**src/rtl/cap_seq_pkg.sv**
```systemverilog
package cap_seq_pkg;
    localparam int DEF_ADDR_W  = 13;
    localparam int DEF_ARM_MIN = 4096;
    localparam int DEF_POST    = 4096;

    typedef struct packed {
        logic prev;   // qualified match seen on the previous edge
        logic trig;   // sticky trigger flag
    } qual_state_t;
endpackage

```
**src/rtl/cap_addr_ctr.sv**
```systemverilog
module cap_addr_ctr #(
    parameter int ADDR_W  = cap_seq_pkg::DEF_ADDR_W,
    parameter int ARM_MIN = cap_seq_pkg::DEF_ARM_MIN
) (
    input  logic              clk,
    input  logic              rst_n,
    input  logic              run_i,
    output logic [ADDR_W-1:0] addr_o,
    output logic              wrap_o,
    output logic              armed_o
);
    localparam logic [ADDR_W-1:0] ARM_V = ADDR_W'(ARM_MIN);

    typedef struct packed {
        logic [ADDR_W-1:0] addr;
        logic              wrap;
        logic              armed;
    } ctr_state_t;

    ctr_state_t st_d, st_q;
    logic       armed_now;

    always_comb begin
        armed_now = st_q.armed | (st_q.addr >= ARM_V);
        st_d      = st_q;
        if (!rst_n) begin
            st_d = '0;
        end else begin
            st_d.armed = armed_now;
            if (run_i) begin
                st_d.addr = st_q.addr + 1'b1;
                if (&st_q.addr) begin
                    st_d.wrap = 1'b1;
                end
            end
        end
    end

    always_ff @(posedge clk) begin
        st_q <= st_d;
    end

    assign addr_o  = st_q.addr;
    assign wrap_o  = st_q.wrap;
    assign armed_o = armed_now;
endmodule

```
**src/rtl/cap_trig_qual.sv**
```systemverilog
module cap_trig_qual (
    input  logic clk,
    input  logic rst_n,
    input  logic run_i,
    input  logic wen_i,
    input  logic armed_i,
    input  logic match_i,
    input  logic qual2_i,
    output logic trig_o
);
    import cap_seq_pkg::*;

    qual_state_t st_d, st_q;
    logic        valid_now;
    logic        hit;

    always_comb begin
        valid_now = armed_i & wen_i & match_i;
        hit       = valid_now & (qual2_i ? st_q.prev : 1'b1);
        st_d      = st_q;
        if (!rst_n) begin
            st_d = '0;
        end else begin
            st_d.prev = valid_now;
            st_d.trig = st_q.trig | (hit & run_i);
        end
    end

    always_ff @(posedge clk) begin
        st_q <= st_d;
    end

    assign trig_o = st_q.trig;
endmodule

```
**src/rtl/cap_post_ctr.sv**
```systemverilog
module cap_post_ctr #(
    parameter int POST_LEN = cap_seq_pkg::DEF_POST
) (
    input  logic clk,
    input  logic rst_n,
    input  logic trig_i,
    output logic run_o
);
    localparam int             CNT_W = $clog2(POST_LEN + 1);
    localparam logic [CNT_W-1:0] LAST = CNT_W'(POST_LEN - 1);

    typedef struct packed {
        logic [CNT_W-1:0] cnt;
        logic             run;
    } post_state_t;

    post_state_t st_d, st_q;

    always_comb begin
        st_d = st_q;
        if (!rst_n) begin
            st_d.cnt = '0;
            st_d.run = 1'b1;
        end else if (trig_i && st_q.run) begin
            st_d.cnt = st_q.cnt + 1'b1;
            if (st_q.cnt == LAST) begin
                st_d.run = 1'b0;
            end
        end
    end

    always_ff @(posedge clk) begin
        st_q <= st_d;
    end

    assign run_o = st_q.run;
endmodule

```
**src/rtl/capture_sequencer.sv**
```systemverilog
module capture_sequencer #(
    parameter int ADDR_W   = cap_seq_pkg::DEF_ADDR_W,
    parameter int ARM_MIN  = cap_seq_pkg::DEF_ARM_MIN,
    parameter int POST_LEN = cap_seq_pkg::DEF_POST
) (
    input  logic              clk,
    input  logic              rst_n,
    input  logic              match_i,
    input  logic              qual2_i,
    input  logic              wen_i,
    output logic [ADDR_W-1:0] addr_o,
    output logic              wrap_o,
    output logic              trig_o,
    output logic              run_o
);
    logic armed;

    cap_addr_ctr #(.ADDR_W(ADDR_W), .ARM_MIN(ARM_MIN)) u_addr (
        .clk     (clk),
        .rst_n   (rst_n),
        .run_i   (run_o),
        .addr_o  (addr_o),
        .wrap_o  (wrap_o),
        .armed_o (armed)
    );

    cap_trig_qual u_qual (
        .clk     (clk),
        .rst_n   (rst_n),
        .run_i   (run_o),
        .wen_i   (wen_i),
        .armed_i (armed),
        .match_i (match_i),
        .qual2_i (qual2_i),
        .trig_o  (trig_o)
    );

    cap_post_ctr #(.POST_LEN(POST_LEN)) u_post (
        .clk    (clk),
        .rst_n  (rst_n),
        .trig_i (trig_o),
        .run_o  (run_o)
    );
endmodule

```
**config.mk**
```make
export PLATFORM = sky130hd
export DESIGN_NAME = capture_sequencer
export DESIGN_NICKNAME = d
export VERILOG_FILES = /design/src/rtl/cap_seq_pkg.sv /design/src/rtl/cap_addr_ctr.sv /design/src/rtl/cap_trig_qual.sv /design/src/rtl/cap_post_ctr.sv /design/src/rtl/capture_sequencer.sv
export SDC_FILE = /design/constraint.sdc
export NUM_CORES = 1
export LEC_CHECK = 0
export CORE_MARGIN = 5
export CORE_UTILIZATION = 66
export DETAILED_ROUTE_END_ITERATION = 16
export DONT_BUFFER_PORTS = 1
export PLACE_DENSITY = 0.92
export SLEW_MARGIN = 10
export SYNTH_ARGS = -nofsm -noshare
export SYNTH_HDL_FRONTEND = slang
export SYNTH_SLANG_ARGS = --single-unit
```
**constraint.sdc**
```tcl
create_clock -name clk -period 4.7 [get_ports clk]
set_input_delay 0.235 -clock clk [delete_from_list [all_inputs] [get_ports clk]]
set_output_delay 0.235 -clock clk [all_outputs]
set_load 0.005 [all_outputs]
```
# After elaboration in Yosys (flattened, before gate mapping)
# Cells that the tools add are included.
word_totals:
  register_bits: 31
  out_inout_bits: 16
  wordCells: 21
op_classes:
  n_addsub: 2
  n_lt_le_gt_ge: 1
  eq_ne: 1
  muxes: 1
  bitwise_logic: 6
  n_reduce_logical: 3
ops:
  columns: ["op", "count"]
  rows:
  - ["adder 13 x 1 -> 13 bit, second input constant", 2]
  - ["AND reduction 14 bit", 1]
  - ["== test 13 x 12 -> 1 bit, second input constant", 1]
  - [">= comparator 13 bit, second input constant", 1]
  - ["AND 1 bit", 4]
  - ["bitwise OR 1 bit", 2]
  - ["AND reduction 2 bit", 1]
  - ["logical AND 1 bit", 1]
  - ["two-way mux 1 bit", 1]

# Longest topological paths before layout
# Gate-level depths: netlist (run 1).
logic_depth:
  word_depth: 7
  mapped_depth: 4
  mapped_depth_nobuf: 4

# Hierarchy
# A second synthesis (run 1) with hierarchy kept.
unflattened:
  cells_unflattened: 164
  hier_area_um2: 1463.9
by_module_without_submodules:
  columns: ["module", "n_inst", "cells_per_inst", "area_per_inst_um2"]
  rows:
  - ["cap_addr_ctr", 1, 86, 747.0]
  - ["cap_post_ctr", 1, 73, 651.9]
  - ["cap_trig_qual", 1, 5, 65.1]

# Worst setup path after synthesis (run 1)
# Ideal clock, no wire load.
synth_timing:
  kind: "register -> register"
  startpoint: "reg u_addr.st_q, in the netlist u_addr.addr_o[0]"
  endpoint: "reg u_addr.st_q, in the netlist u_addr.addr_o[12]"
  arrival_time_ns: 1.365
  path_slack_ns: 3.215
  path_stages_with_launch: 5
  n_path_buf: 0
  period_less_slack_ns: 1.485
  path_cell_list: "dfxtp_1 -> ha_1 -> inv_1 -> nor4_1 -> mux2_2"
synth_between:
  elab_chain_cells: 1
synth_lines:
  columns: ["item", "line_no", "rtl"]
  rows:
  - ["start: declaration", "cap_addr_ctr.sv:20", "ctr_state_t st_d, st_q;"]
  - ["start signal: assignment", "cap_addr_ctr.sv:40", "st_q <= st_d;"]
  - ["adder 13 x 1 -> 13 bit", "cap_addr_ctr.sv:31", "st_d.addr = st_q.addr + 1'b1;"]
# Every way passes these cells.
# A chain may end at the register's enable or synchronous reset.

==> run summary, run 1 <==
status - complete, no violations
non-filler instance count after layout - 184
Port Buf Inserts - 0
worst hold path type - in2reg
critical path fanouts, max - 14
Antenna Cells - 0
Power Dens Cells - 341.9 nW/um^2
nets - 162
post-synth top area share - 0.4250
Post-synth EDFFs - 0
clock buffer depth - 2
vias post-DR - 1127
Yosys warnings - 0
Worst R2R End - u_addr.addr_o[12]
Final min period - 1994 ps
max-cap check violation count - 0
Die Wd - 57.04 um
Hold Path Sink - u_addr.addr_o[11]
Mapped Area - 1460 um^2
sequential element share of the synthesized area - 0.4250
DRC viols - 0
placed wire-length estimate - 1983 um
Placed Instances - 175
Vias/cell - 6.125
DR pass1 iterations - 4
count of final setup violators - 0
vias in the first global route - 1117
Fill cells - 188
Detail Route Antenna Nets - 0
layout cells sized above 1 - 0.06410
#FFs+latches synth - 31
LEAKAGE - 0.5012 nW
syn_area_per_cell - 8.796 um^2
Worst Skew - 21.59 ps
unrepaired setup endpoints after global routing - false
Arr. time, crit path - 2230 ps
top-count cell post-synth - dfxtp_1
post-synth top area cell - dfxtp_1
syn nets - 173
Slew @ Worst Pin - 572.2 ps
Final Max Slew Viols - 0
# rows - 17
Peak VDD IR - 0.2493 mV
first-pass GRT wire length - 4809 um
I/O pins - 21
R2R setup slack - 2710 ps
number of buffers created by CTS - 5
critical path endpoint category - flip-flop
clock latency on the worst-skew pair - 350 ps
initial antenna violation count - 0
period utilization - 0.4242
Initial Util - 0.6730
routed len/inst - 15.13 um
largest net degree at the start of global routing - 21
CP required - 4940 ps
Mapped Cells - 166
setup TNS - 0 ps
top cells by count, synth - dfxtp_1, nand2_1, buf_4
clock sinks - 31
CTS tree - yes
Root Buffer - clkbuf_4
type of origin of the critical path - flip-flop
placed cell areas - 1364 um^2
All-Layer GR Usage - 0.1890
hold depth - 2
Area Growth Syn to Fin - 0%
setup bufs post-CTS - 0
fin area - 1460 um^2
critical path class - reg2reg
Routed Wire Length - 2784 um
Synth area leaders - dfxtp_1, buf_4, mux2i_1
core area - 2170 um^2
Worst R2R Start - u_post.run_o
total congestion overflow - 0
ys flop type - dfxtp_1
Final GP Congestion - 0.7260
Reg clk slew, reported paths - 100 ps
FF-to-FF path depth - 3
Netlist cell types - 29
final hold vios - 0
Die ar. - 3253 um^2
startpoint of the worst hold path - rst_n
Initial DRC Count - 35
H-tree levels - 2
Die Span Y - 57.04 um
Highest Clock Rate - 501.6 MHz
Async S/R FF share, synth - 0
Rel. slew slack - 0.6181
## worst max-delay path by stage
stage                startpoint           endpoint  slack, ps  cells past startpoint
2_1_floorplan  u_addr.addr_o[0]  u_addr.addr_o[12]       3210                      4
6_report           u_post.run_o  u_addr.addr_o[12]       2710                      3
4_1_cts            u_post.run_o  u_addr.addr_o[12]       2710                      3
3_5_place_dp       u_post.run_o  u_addr.addr_o[12]       2720                      3
5_1_grt            u_post.run_o  u_addr.addr_o[12]       2510                      3
3_3_place_gp       u_post.run_o  u_addr.addr_o[12]       2820                      3
## report_power, final
group          total [mW]  internal [mW]  switching, mW
sequential          0.268          0.265        0.00335
clock               0.220          0.126         0.0941
combinational      0.0115        0.00427        0.00725
total               0.499          0.395          0.105
## cells by family (layout without fill, tap and decap cells)
group | count (synthesis) | count (layout) | share of synthesized area
AO/OA/AOI/OAI | 27 | 27 | 0.1105
flip-flops | 31 | 31 | 0.4250
adder cells (fa/ha/maj) | 2 | 2 | 0.01714
AND/OR/NAND/NOR | 65 | 65 | 0.2451
multiplexers | 8 | 8 | 0.05570
buffers and inverters | 27 | 17 | 0.1105
XOR/XNOR | 6 | 6 | 0.03599
## critical path, stage by stage (launching register included)
cell and delay (ps):
dfxtp_1 660, nand4_2 380, nor4_1 480, mux2_2 370
## repair_timing
item                      in CTS  in global routing
hold endpoints to repair       1                  0
hold buffers                   1                  0
resized for setup              0                  0
## cell usage in the layout (no fill, tap or decap), drive strengths merged, types with 2 or more instances in the layout
master / instances
nor2: 8
o31ai: 6
clkbuf: 6
mux2i: 7
xor2: 4
xnor2: 2
nand3: 6
o21ai: 6
a21oi: 12
nor4: 8
or4: 6
nand2b: 7
ha: 2
dfxtp: 31
nand4: 7
inv: 8
or3: 5
nand2: 15
## cell type report
type / count / area [um^2] / area share
clock inverter: 2 / 35.03 / 0.02399
inverter: 8 / 30.03 / 0.02057
timing repair buffer: 1 / 10.01 / 0.006855
clock buffer: 6 / 51.30 / 0.03513
sequential: 31 / 620.6 / 0.4250
tap: 28 / 35.03 / 0.02399
multi-input combinational: 108 / 678.2 / 0.4644
## per-stage QoR
stage                 util  hold slack [ps]  setup slack, ps  power [mW]
global placement    0.6286            320.9             2819      0.2840
floorplan                -            367.6             3215      0.2865
global route        0.6730            20.20             2511      0.5200
finish              0.6730            35.79             2706      0.4993
detailed placement  0.6286            336.7             2718      0.2850
CTS                 0.6730            26.44             2707      0.5002
## layer usage
| metal | up-vias | global-route usage | wire [um] |
|---|---|---|---|
| met3 | 9 | 0.09502 | 245 |
| met2 | 39 | 0.2904 | 1304 |
| met1 | 524 | 0.2163 | 1172 |
| li1 | 555 | - | - |
| met5 | - | 0 | 0 |
| met4 | 0 | 0.09603 | 61 |
## state kept, by name, summed over array words and instances, names as in the netlist
signal         cells
u_addr.addr_o     13
u_post.st_q       13
u_addr.st_q        1
u_addr.wrap_o      1
u_post.run_o       1
u_qual.st_q        1
u_qual.trig_o      1
Note: power is estimated with default switching activity, not from simulation.
==> run 2: changes to the inputs <==
Settings changed: CORE_UTILIZATION 66 to 61, PLACE_DENSITY 0.92 to 0.87.
Clock period 4.7 ns to 2 ns, I/O delays scaled along.
==> run 2 against run 1 <==
Net effect: sequential power is 140% higher; die area is 6.7% higher; cell area stayed put; wire length is 0.79% higher; global-route usage is 0.60 points lower; total power is 98% higher; non-clock buffer count is 5 higher; clock power is 46% higher; setup slack worse by 2500 ps.
==> run summary, run 2 (synthesized netlist as in run 1, its figures left out) <==
Antenna Cells - 0 (unchanged)
setup bufs post-CTS - 0 (unchanged)
Crit. path cell count - 3 (unchanged)
count of final setup violators - 0 (unchanged)
crit path from - u_post.run_o (unchanged)
R2R setup slack - 230 ps (was 2710 ps)
Worst Skew - 10.88 ps (was 21.59 ps)
final hold vios - 0 (unchanged)
Reg clk slew, reported paths - 90 ps (was 100 ps)
CTS tree - yes (unchanged)
status - complete, no violations (unchanged)
Setup crit end - u_addr.addr_o[12] (unchanged)
DR pass1 iterations - 5 (was 4)
Final min period - 1772 ps (was 1994 ps)
Worst R2R Start - u_post.run_o (unchanged)
critical path fanouts, max - 13 (was 14)
placed wire-length estimate - 1962 um (was 1983 um)
vias in the first global route - 1094 (was 1117)
initial antenna violation count - 0 (unchanged)
commonest non-fill, non-tap cell in the layout - dfxtp_1 (unchanged)
type of origin of the critical path - flip-flop (unchanged)
CP max stage delay - 510 ps (was 660 ps)
critical path endpoint category - flip-flop (unchanged)
nets - 167 (was 162)
H-tree levels - 2 (unchanged)
# rows - 17 (unchanged)
Peak VDD IR - 0.4704 mV (was 0.2493 mV)
Detail Route Antenna Nets - 0 (unchanged)
largest net degree at the start of global routing - 17 (was 21)
total congestion overflow - 0 (unchanged)
cell chain of the critical path - nand4_2, nor4_1, mux2_2 (unchanged)
Worst R2R End - u_addr.addr_o[12] (unchanged)
worst hold path type - in2reg (unchanged)
DRC viols - 0 (unchanged)
Final Max Slew Viols - 0 (unchanged)
All-Layer GR Usage - 0.1831 (was 0.1890)
number of buffers created by CTS - 5 (unchanged)
CP required - 2220 ps (was 4940 ps)
Port Buf Inserts - 0 (unchanged)
layout cells sized above 1 - 0.05660 (was 0.06410)
first-pass GRT wire length - 4857 um (was 4809 um)
Vias/cell - 6.144 (was 6.125)
I/O pins - 21 (unchanged)
Final GP Congestion - 0.8145 (was 0.7260)
Initial DRC Count - 31 (was 35)
clock latency on the worst-skew pair - 330 ps (was 350 ps)
Root Buffer - clkbuf_4 (unchanged)
Die Wd - 58.93 um (was 57.04 um)
Die Span Y - 58.93 um (was 57.04 um)
total power - 0.9874 mW (was 0.4993 mW)
Die ar. - 3472 um^2 (was 3253 um^2)
Buf/Inv on CP - 0 (unchanged)
clock sinks - 31 (unchanged)
Fill cells - 205 (was 188)
largest delay contributor family on the critical path - simple AND/OR/NAND/NOR gates (unchanged)
LEAKAGE - 0.5015 nW (was 0.5012 nW)
Arr. time, crit path - 2000 ps (was 2230 ps)
CTS resizes - 0 (unchanged)
most frequent cells in the layout - dfxtp_1, nand2_1, a21oi_1 (unchanged)
Power Dens Cells - 676.3 nW/um^2 (was 341.9 nW/um^2)
Highest Clock Rate - 564.3 MHz (was 501.6 MHz)
critical path class - reg2reg (unchanged)
clock buffer depth - 2 (unchanged)
Rel. slew slack - 0.6474 (was 0.6181)
setup TNS - 0 ps (unchanged)
vias post-DR - 1149 (was 1127)
Slowest-stage cell, CP - dfxtp_1 (unchanged)
Area Growth Syn to Fin - 0% (unchanged)
FF-to-FF path depth - 3 (unchanged)
hold_buf cts - 3 (was 1)
Slew @ Worst Pin - 527.2 ps (was 572.2 ps)
routed len/inst - 15.01 um (was 15.13 um)
unrepaired setup endpoints after global routing - false (unchanged)
period utilization - 0.8861 (was 0.4242)
max-cap check violation count - 0 (unchanged)
Initial Util - 0.6476 (was 0.6730)
core area - 2255 um^2 (was 2170 um^2)
Routed Wire Length - 2806 um (was 2784 um)
-- run 2: worst register-to-register path: cells and delay by family (launching register included) --
family           cells  cell delay (ps)
flip-flops           1              510
multiplexers         1              380
AND/OR/NAND/NOR      2              790
-- run 2: worst min-delay path by stage --
stage,startpoint,to,slack (ps),depth (start not counted)
after floorplan,rst_n,u_addr.st_q[0],230,1
after global placement,rst_n,u_post.run_o,180,1
after detailed placement,rst_n,u_post.run_o,190,1
after CTS,qual2_i,u_qual.trig_o,6,2
after global routing,rst_n,u_addr.wrap_o,60,2
final,rst_n,u_addr.wrap_o,30,2
-- run 2: final cells by class --
class | count | area [um^2] | share of cell area
Inverter | 8 | 30.03 | 0.02057
Multi-Input combinational cell | 108 | 678.2 | 0.4644
Tap cell | 28 | 35.03 | 0.02399
Sequential cell | 31 | 620.6 | 0.4250
Timing Repair Buffer | 6 | 55.05 | 0.03770
Clock buffer | 6 | 41.29 | 0.02828
-- run 2: layer usage --
layer  vias to the layer above  part of all wire  routed length, um  global-route usage
li1                        566                 -                  -                   -
met1                       545              0.41               1163              0.2081
met2                        34              0.49               1387              0.3013
met3                         4             0.078                220             0.09430
met4                         0             0.012                 35             0.04854
met5                         -                 0                  0                   0
-- run 2: through the flow --
stage | setup slack, ps | area [um^2] | utilization | hold WS [ps] | std cells
after floorplan | 514.7 | 1460 | - | 232.6 | 166
after global placement | 315.8 | 1379 | 0.6115 | 182.1 | 177
after detailed placement | 237.5 | 1379 | 0.6115 | 185.6 | 177
after CTS | 222.1 | 1450 | 0.6432 | 5.567 | 186
after global routing | 19.84 | 1460 | 0.6476 | 55.18 | 187
final | 227.8 | 1460 | 0.6476 | 34.18 | 187
-- run 2: power by group --
group / internal, mW / switching (mW) / leakage, nW / total (mW)
clock network: 0.125 / 0.197 / 0.0242 / 0.321
logic: 0.0140 / 0.0219 / 0.227 / 0.0358
registers: 0.622 / 0.00858 / 0.250 / 0.630
total: 0.760 / 0.227 / 0.501 / 0.987
==> run 3: changes to the inputs <==
Settings changed: GPL_TIMING_DRIVEN set to 0.
==> run 3 against run 2 <==
Net effect: core utilization rose by 6.4 points; die area is the same; combinational power is 29% higher; clock skew decreased by 4.8 ps; sequential power hardly changed; first-iteration DRC count increased by 32%; non-clock buffer count increased by 17; hold slack improved by 4.8 ps; total power up 9.8%; critical path type unchanged; largest cell class unchanged; highest routed layer unchanged.
==> run summary, run 3 (synthesized netlist as in run 1, its figures left out) <==
vias post-DR - 1196 (was 1149)
placed wire-length estimate - 2054 um (was 1962 um)
Worst R2R End - u_addr.addr_o[12] (unchanged)
Worst R2R Start - u_addr.addr_o[0] (was u_post.run_o)
Hold Path Sink - u_addr.addr_o[12] (was u_addr.wrap_o)
Final GP Congestion - 0.7593 (was 0.8145)
CTS resizes - 0 (unchanged)
nets - 184 (was 167)
setup bufs post-CTS - 0 (unchanged)
clock buffer depth - 2 (unchanged)
Detail Route Antenna Nets - 0 (unchanged)
Die Span Y - 58.93 um (unchanged)
Root Buffer - clkbuf_4 (unchanged)
final hold vios - 0 (unchanged)
setup TNS - 0 ps (unchanged)
layout cells sized above 1 - 0.1461 (was 0.05660)
H-tree levels - 2 (unchanged)
Power Dens Cells - 676.2 nW/um^2 (was 676.3 nW/um^2)
max-cap check violation count - 0 (unchanged)
non-filler instance count after layout - 206 (was 187)
Arr. time, crit path - 1970 ps (was 2000 ps)
Vias/cell - 5.806 (was 6.144)
DRC viols - 0 (unchanged)
# rows - 17 (unchanged)
clock latency on the worst-skew pair - 330 ps (about the same)
first-pass GRT wire length - 4864 um (was 4857 um)
Routed Wire Length - 2873 um (was 2806 um)
largest net degree at the start of global routing - 11 (was 17)
hold depth - 3 (was 2)
Antenna Cells - 0 (unchanged)
status - complete, no violations (unchanged)
Initial Util - 0.6476 (unchanged)
Slew @ Worst Pin - 460.2 ps (was 527.2 ps)
critical path class - reg2reg (unchanged)
period utilization - 0.8733 (was 0.8861)
final core occ - 0.7114 (was 0.6476)
FF-to-FF path depth - 4 (was 3)
startpoint of the worst hold path - rst_n (unchanged)
commonest non-fill, non-tap cell in the layout - dfxtp_1 (unchanged)
LEAKAGE - 0.5939 nW (was 0.5015 nW)
total power - 1.085 mW (was 0.9874 mW)
Initial DRC Count - 41 (was 31)
critical path endpoint category - flip-flop (unchanged)
Final min period - 1747 ps (was 1772 ps)
routed len/inst - 13.95 um (was 15.01 um)
most frequent cells in the layout - dfxtp_1, nand2_1, buf_4 (was dfxtp_1, nand2_1, a21oi_1)
CP required - 2220 ps (about the same)
total congestion overflow - 0 (unchanged)
type of origin of the critical path - flip-flop (unchanged)
hold_buf cts - 4 (was 3)
Worst Skew - 6.130 ps (was 10.88 ps)
WHS - 39.02 ps (was 34.18 ps)
Placed Instances - 194 (was 177)
DR pass1 iterations - 4 (was 5)
unrepaired setup endpoints after global routing - false (unchanged)
worst hold path type - in2reg (unchanged)
core area - 2255 um^2 (unchanged)
vias in the first global route - 1092 (was 1094)
CTS tree - yes (unchanged)
Final Max Slew Viols - 0 (unchanged)
Area Growth Syn to Fin - 9.854% (was 0%)
count of final setup violators - 0 (unchanged)
multi-input logic area - 678.2 um^2 (unchanged)
FF/Latch Area - 620.6 um^2 (unchanged)
Reg clk slew, reported paths - 90 ps (about the same)
Fill cells - 198 (was 205)
Rel. slew slack - 0.6904 (was 0.6474)
number of buffers created by CTS - 5 (unchanged)
initial antenna violation count - 0 (unchanged)
Peak VDD IR - 0.6565 mV (was 0.4704 mV)
Highest Clock Rate - 572.6 MHz (was 564.3 MHz)
Port Buf Inserts - 0 (unchanged)
clock sinks - 31 (unchanged)
All-Layer GR Usage - 0.1861 (was 0.1831)
R2R setup slack - 250 ps (was 230 ps)
crit path from - u_addr.addr_o[0] (was u_post.run_o)
critical path fanouts, max - 6 (was 13)
I/O pins - 21 (unchanged)
Die Wd - 58.93 um (unchanged)
Die ar. - 3472 um^2 (unchanged)
-- run 3: changes by cell type in the layout (fill, tap and decap cells not counted), sizes merged --
cell    delta
buf       +15
clkbuf     +4
-- run 3: report_power, final --
| group | internal, mW | switching (mW) | total [mW] |
|---|---|---|---|
| sequential | 0.622 | 0.00779 | 0.630 |
| clock | 0.207 | 0.202 | 0.409 |
| combinational | 0.0198 | 0.0263 | 0.0461 |
| total | 0.848 | 0.236 | 1.08 |
-- run 3: metal layers --
metal  wire, um  share of wire  global-route usage  vias to the layer above
li1           -              -                   -                      605
met2       1423           0.50              0.3044                       38
met5          0              0                   0                        -
met4         25         0.0087             0.06796                        0
met3        191          0.066             0.06360                        4
met1       1233           0.43              0.2254                      549
-- run 3: through the flow --
stage / setup WS, ps / cell area, um^2
floorplan: 514.7 / 1460
global placement: 342.4 / 1495
detailed placement: 270.8 / 1495
CTS: 257.8 / 1604
global route: 170.3 / 1604
finish: 253.5 / 1604
-- run 3: critical path: stages, from the launching register on --
cell     delay (ps)
dfxtp_1         430
ha_1            240
inv_1           120
nor4_1          470
mux2_2          380
-- run 3: layout make-up --
class	instances	share of cell area
multi-input cells	108	0.4228
flip-flops and latches	31	0.3869
plain buffers	19	0.08190
clock buffers	8	0.04290
repair buffers	4	0.02496
well taps	28	0.02184
inverters	8	0.01872
-- run 3: how the worst max path moves through the flow --
stage / end / slack [ps] / depth (start not counted)
2_1_floorplan: u_addr.addr_o[12] / 510 / 4
3_3_place_gp: u_addr.addr_o[12] / 340 / 4
3_5_place_dp: u_addr.addr_o[12] / 270 / 4
4_1_cts: u_addr.addr_o[12] / 260 / 4
5_1_grt: u_addr.addr_o[12] / 170 / 4
6_report: u_addr.addr_o[12] / 250 / 4
